### src/rtl/lscan_pkg.sv
package lscan_pkg;

    localparam int WORD_W = 16;
    localparam int BIT_W  = $clog2(WORD_W);

    // position inside one word: which bit, and which of its two clocks
    typedef struct packed {
        logic [BIT_W-1:0] bit_idx;
        logic             second;
    } slot_t;

    typedef struct packed {
        logic              busy;
        logic [WORD_W-1:0] sh;
        slot_t             slot;
    } shifter_t;

    function automatic logic slot_is_last(slot_t s);
        return (s.bit_idx == BIT_W'(WORD_W - 1)) && s.second;
    endfunction

    function automatic slot_t slot_step(slot_t s);
        slot_t n;
        if (!s.second) begin
            n.bit_idx = s.bit_idx;
            n.second  = 1'b1;
        end else begin
            n.bit_idx = s.bit_idx + 1'b1;
            n.second  = 1'b0;
        end
        return n;
    endfunction

endpackage

### src/rtl/lscan_row_tracker.sv
module lscan_row_tracker #(
    parameter int ADDR_W       = 12,
    parameter int LINE_W       = 10,
    parameter int STRIDE       = 5,
    parameter int BASE         = 256,
    parameter int FIRST_ACTIVE = 3
) (
    input  logic              clk,
    input  logic              rst,
    input  logic              strobe,
    input  logic [LINE_W-1:0] line_num,
    input  logic              active,
    output logic              scan_go,
    output logic [ADDR_W-1:0] scan_addr,
    output logic [ADDR_W-1:0] row_ptr,
    output logic              in_vblank
);
    localparam logic [ADDR_W-1:0] BASE_A   = ADDR_W'(BASE);
    localparam logic [ADDR_W-1:0] STRIDE_A = ADDR_W'(STRIDE);
    localparam logic              FIRST_LSB = 1'(FIRST_ACTIVE % 2);

    logic odd_line;
    assign odd_line = line_num[0] ^ FIRST_LSB;

    always_ff @(posedge clk) begin
        if (rst) begin
            row_ptr   <= BASE_A;
            in_vblank <= 1'b1;
        end else if (strobe) begin
            if (active) begin
                in_vblank <= 1'b0;
                if (odd_line)
                    row_ptr <= row_ptr + STRIDE_A;
            end else if (!in_vblank) begin
                row_ptr   <= BASE_A;
                in_vblank <= 1'b1;
            end
        end
    end

    // the scan uses the pointer value from before this strobe's update
    assign scan_go   = strobe & ~in_vblank;
    assign scan_addr = row_ptr;
endmodule

### src/rtl/lscan_word_fetch.sv
module lscan_word_fetch #(
    parameter int ADDR_W        = 12,
    parameter int WORDS_PER_ROW = 4
) (
    input  logic                          clk,
    input  logic                          rst,
    input  logic                          start,
    input  logic [ADDR_W-1:0]             start_addr,
    input  logic                          word_first,
    input  logic                          word_last,
    input  logic [lscan_pkg::WORD_W-1:0]  rd_data,
    output logic                          rd_en,
    output logic [ADDR_W-1:0]             rd_addr,
    output logic                          more,
    output logic [lscan_pkg::WORD_W-1:0]  nxt_word
);
    import lscan_pkg::*;

    localparam int CNT_W = $clog2(WORDS_PER_ROW + 1);
    localparam logic [CNT_W-1:0] LAST_IDX = CNT_W'(WORDS_PER_ROW);

    logic [CNT_W-1:0]  widx;     // 0 is the leading pad word
    logic [ADDR_W-1:0] cur_addr;
    logic              cap_q;

    assign more    = (widx < LAST_IDX);
    assign rd_en   = word_first & more & ~start;
    assign rd_addr = cur_addr;

    always_ff @(posedge clk) begin
        if (rst) begin
            widx     <= '0;
            cur_addr <= '0;
            cap_q    <= 1'b0;
            nxt_word <= '0;
        end else begin
            if (start) begin
                widx     <= '0;
                cur_addr <= start_addr;
                cap_q    <= 1'b0;
            end else begin
                cap_q <= rd_en;
                if (rd_en)
                    cur_addr <= cur_addr + 1'b1;
                if (word_last && more)
                    widx <= widx + 1'b1;
            end
            if (cap_q)
                nxt_word <= rd_data;
        end
    end
endmodule

### src/rtl/lscan_bit_shifter.sv
module lscan_bit_shifter (
    input  logic                          clk,
    input  logic                          rst,
    input  logic                          start,
    input  logic                          more,
    input  logic [lscan_pkg::WORD_W-1:0]  nxt_word,
    output logic                          busy,
    output logic                          half,
    output logic                          word_first,
    output logic                          word_last,
    output logic                          vid
);
    import lscan_pkg::*;

    shifter_t st;

    always_ff @(posedge clk) begin
        if (rst) begin
            st <= '0;
        end else if (start) begin
            st.busy <= 1'b1;
            st.sh   <= '0;
            st.slot <= '0;
        end else if (st.busy) begin
            if (slot_is_last(st.slot)) begin
                st.slot <= '0;
                if (more) begin
                    st.sh <= nxt_word;
                end else begin
                    st.busy <= 1'b0;
                    st.sh   <= '0;
                end
            end else begin
                st.slot <= slot_step(st.slot);
                if (st.slot.second)
                    st.sh <= st.sh >> 1;
            end
        end
    end

    assign busy       = st.busy;
    assign half       = st.slot.second;
    assign word_first = st.busy && (st.slot == '0);
    assign word_last  = st.busy && slot_is_last(st.slot);
    assign vid        = st.busy & st.sh[0];
endmodule

### src/rtl/line_scan_serializer.sv
module line_scan_serializer #(
    parameter int ADDR_W        = 12,
    parameter int LINE_W        = 10,
    parameter int WORDS_PER_ROW = 4,
    parameter int STRIDE        = 5,
    parameter int BASE          = 256,
    parameter int FIRST_ACTIVE  = 3
) (
    input  logic                          clk,
    input  logic                          rst,
    input  logic                          line_strobe,
    input  logic [LINE_W-1:0]             line_num,
    input  logic                          line_active,
    output logic                          fb_rd_en,
    output logic [ADDR_W-1:0]             fb_rd_addr,
    input  logic [lscan_pkg::WORD_W-1:0]  fb_rd_data,
    output logic                          vid_out
);
    import lscan_pkg::*;

    logic              scan_go;
    logic [ADDR_W-1:0] scan_addr;
    logic [ADDR_W-1:0] row_ptr;
    logic              in_vblank;
    logic              more;
    logic [WORD_W-1:0] nxt_word;
    logic              sh_busy;
    logic              sh_half;
    logic              word_first;
    logic              word_last;

    lscan_row_tracker #(
        .ADDR_W(ADDR_W), .LINE_W(LINE_W), .STRIDE(STRIDE),
        .BASE(BASE), .FIRST_ACTIVE(FIRST_ACTIVE)
    ) rows_i (
        .clk(clk), .rst(rst), .strobe(line_strobe), .line_num(line_num),
        .active(line_active), .scan_go(scan_go), .scan_addr(scan_addr),
        .row_ptr(row_ptr), .in_vblank(in_vblank)
    );

    lscan_word_fetch #(
        .ADDR_W(ADDR_W), .WORDS_PER_ROW(WORDS_PER_ROW)
    ) fetch_i (
        .clk(clk), .rst(rst), .start(scan_go), .start_addr(scan_addr),
        .word_first(word_first), .word_last(word_last), .rd_data(fb_rd_data),
        .rd_en(fb_rd_en), .rd_addr(fb_rd_addr), .more(more), .nxt_word(nxt_word)
    );

    lscan_bit_shifter shift_i (
        .clk(clk), .rst(rst), .start(scan_go), .more(more), .nxt_word(nxt_word),
        .busy(sh_busy), .half(sh_half), .word_first(word_first),
        .word_last(word_last), .vid(vid_out)
    );
endmodule

### config.mk
export PLATFORM = sky130hd
export DESIGN_NAME = line_scan_serializer
export DESIGN_NICKNAME = d
export VERILOG_FILES = /design/src/rtl/lscan_pkg.sv /design/src/rtl/lscan_row_tracker.sv /design/src/rtl/lscan_word_fetch.sv /design/src/rtl/lscan_bit_shifter.sv /design/src/rtl/line_scan_serializer.sv
export SDC_FILE = /design/constraint.sdc
export NUM_CORES = 1
export LEC_CHECK = 0
export CORE_MARGIN = 1
export CORE_UTILIZATION = 26
export CTS_CLUSTER_SIZE = 40
export DETAILED_ROUTE_END_ITERATION = 16
export MAX_ROUTING_LAYER = met4
export PLACE_DENSITY_LB_ADDON = 0.2
export SETUP_SLACK_MARGIN = 0.2
export SLEW_MARGIN = 15
export SYNTH_ARGS = -nofsm -noshare
export SYNTH_HDL_FRONTEND = slang
export SYNTH_SLANG_ARGS = --single-unit
### constraint.sdc
create_clock -name clk -period 4.1 [get_ports clk]
set_clock_uncertainty 0.15 [all_clocks]
set_input_delay 0.41 -clock clk [delete_from_list [all_inputs] [get_ports clk]]
set_output_delay 0.41 -clock clk [all_outputs]
set_load 0.1 [all_outputs]
==> results.toml <==
[cells_and_area]
finalNetCount = 403
antenna_cells = 0
fillers = 1183
finalInstanceArea_um2 = 3680
multiInputGateArea_um2 = 1500
regArea_um2 = 1340
syn2layout_area_growth_pct = 24.6
drive_gt1_frac = 0.0588

[floorplan]
dieArea_um2 = 11800
io_pins = 44
die_h_um = 109
dieWidth_um = 109
initial_core_util = 0.270
core_um2 = 10900
rows = 38

[clock_network]
cts_resized = 0
cts.sinks = 67
clock_path_buffers = 2
cts_setup_buffers = 0
clk_latency_ns = 0.33
htreeDepth = 3
root_buffer = "clkbuf_16"
path_clk_slew_ns = 0.06
cts_tree = "done"
hold_buffers = 0
cts_buffers = 9

[routing]
vias = 2480
drt-initial-drc-count = 83
vias_per_cell = 4.82
drcViolationCount = 0
routed_wl_um = 6720
avgRoutedWirePerCell_um = 13.1
drtPass1Iterations = 4
antenna_left = 0

[synthesis]
seq_area_frac_synth = 0.454
avgSynthCellArea_um2 = 8.57
synth_cell_type_count = 38
synth_top_area_cell = "dfxtp_1"
synthTopCellsByCount = "67 x dfxtp_1, 51 x nor2_1, 31 x nand2_1"
synth_top_cell_area_share = 0.454
syn_inst = 345
synth_area_um2 = 2960
async_reset_ff_frac = 0
synthFlopType = "dfxtp_1"
yosysMostFrequentCell = "dfxtp_1"
syn_nets = 379
synthTopCellsByArea = "dfxtp_1 45%, nor2_1 6.5%, mux2i_1 6.1%"
synth-edff-count = 0
ys_ff_latch = 67
yosysWarningCount = 0

[hold_path]
hp-class = "reg2reg"

[sta]
worstMarginPinSlew_ns = 1.05
fmax_mhz = 359
drv_slew = 0
fin_crit_ns = 2.78
rsz0062_at_grt = "false"
setup_viol = 0
hold_viol_final = 0
max_slew_margin = 0.301
fin_crit_sh = 0.679
timing.setup.tns_ns = 0

[placement]
post-dp-hpwl_um = 4380
portBuffers = 34
placed_area_um2 = 3400
gp_congestion = 0.744

[pwr]
p_leak_nw = 1.25
ir_drop_mv = 0.205
powerDensity_nw_per_um2 = 417

[global_routing]
grt-ovfl-total = 0
grt_usage = 0.128
grt_pass1_wl_um = 11500
grt_max_degree = 35
grt_pass1_vias = 2388
antenna_found_initial = 0

[critical_path]
worstSetupPathType = "reg2out"
arrival_ns = 2.22
path_max_fanout = 11
crit_path_start_kind = "register"
cp-end-kind = "output port"
required_ns = 3.54

[run_status]
status = "finished, final reports clean"

[flow_run]
cap_violations = 0
-- registers in the layout (all words and copies together), names as in the netlist --
name,cells
fetch_i.widx,3
shift_i.busy,1
rows_i.in_vblank,1
rows_i.row_ptr,12
shift_i.st,20
fetch_i.nxt_word,16
shift_i.half,1
fetch_i.rd_addr,12
fetch_i.cap_q,1
-- metrics by stage --
stage / power [mW] / hold WS [ns] / util / cells / worst slack [ns]
6_report: 1.54 / 0.323 / 0.337 / 514 / 1.32
4_1_cts: 1.56 / 0.328 / 0.337 / 514 / 1.31
3_3_place_gp: 0.820 / 0.314 / 0.311 / 498 / 1.22
3_5_place_dp: 0.822 / 0.317 / 0.311 / 498 / 1.20
2_1_floorplan: 0.777 / 0.296 / - / 345 / 1.14
5_1_grt: 1.60 / 0.346 / 0.337 / 514 / 1.25
-- worst max-delay path, stage by stage (launching register included) --
cell             delay (ns)
dfxtp_1                0.53
and2_1                 0.23
clkdlybuf4s50_1        1.14
-- where the power goes --
| group | internal (mW) | total (mW) | switching (mW) | leakage (nW) |
|---|---|---|---|---|
| combinational | 0.0460 | 0.127 | 0.0806 | 0.570 |
| clock | 0.431 | 0.731 | 0.300 | 0.139 |
| sequential | 0.663 | 0.680 | 0.0162 | 0.542 |
-- area by class of cell --
| type | count | share of cell area |
|---|---|---|
| inverters | 7 | 0.00714 |
| flip-flops and latches | 67 | 0.364 |
| clock inverters | 6 | 0.0129 |
| multi-input cells | 248 | 0.407 |
| clock buffers | 10 | 0.0649 |
| repair buffers | 36 | 0.0958 |
| well taps | 140 | 0.0476 |
-- worst paths after layout --
kind	start	endpoint	slack [ns]	depth (start not counted)
worst min register to register	fetch_i.nxt_word[4]	shift_i.st[9]	0.32	2
worst max-delay path	shift_i.busy	vid_out	1.32	2
worst max register to register	shift_i.busy	fetch_i.rd_addr[11]	1.47	4
worst min-delay path	fetch_i.nxt_word[4]	shift_i.st[9]	0.32	2
-- placed cells by master (no fill, tap or decap), drive strengths merged, types with 7 or more instances in the layout --
cell type / count
nand3: 17
a311oi: 7
or3: 10
nor2: 51
inv: 9
a21oi: 8
dfxtp: 67
clkdlybuf4s50: 33
xnor2: 7
a211oi: 11
clkbuf: 10
o21ai: 12
nor3: 10
a31oi: 8
nand2: 31
xor2: 10
and3: 8
mux2i: 18
-- layer usage --
| layer | track usage | share of wire | vias to the layer above |
|---|---|---|---|
| met5 | - | 0 | - |
| met4 | 0.0319 | 0.0046 | 0 |
| met3 | 0.0347 | 0.036 | 4 |
| met2 | 0.206 | 0.48 | 43 |
| met1 | 0.158 | 0.48 | 1161 |
| li1 | - | - | 1272 |
-- kinds of logic (layout without fill, tap and decap cells) --
group           Yosys count  after routing  synth area share
compound gates           54             54             0.120
fa+ha+maj                 4              4            0.0169
simple gates            154            154             0.256
mux                      19             19            0.0648
flops                    67             67             0.454
xor+xnor                 17             17            0.0504
buf+inv                  30             59            0.0385
Power figures use the tool's default switching activity.
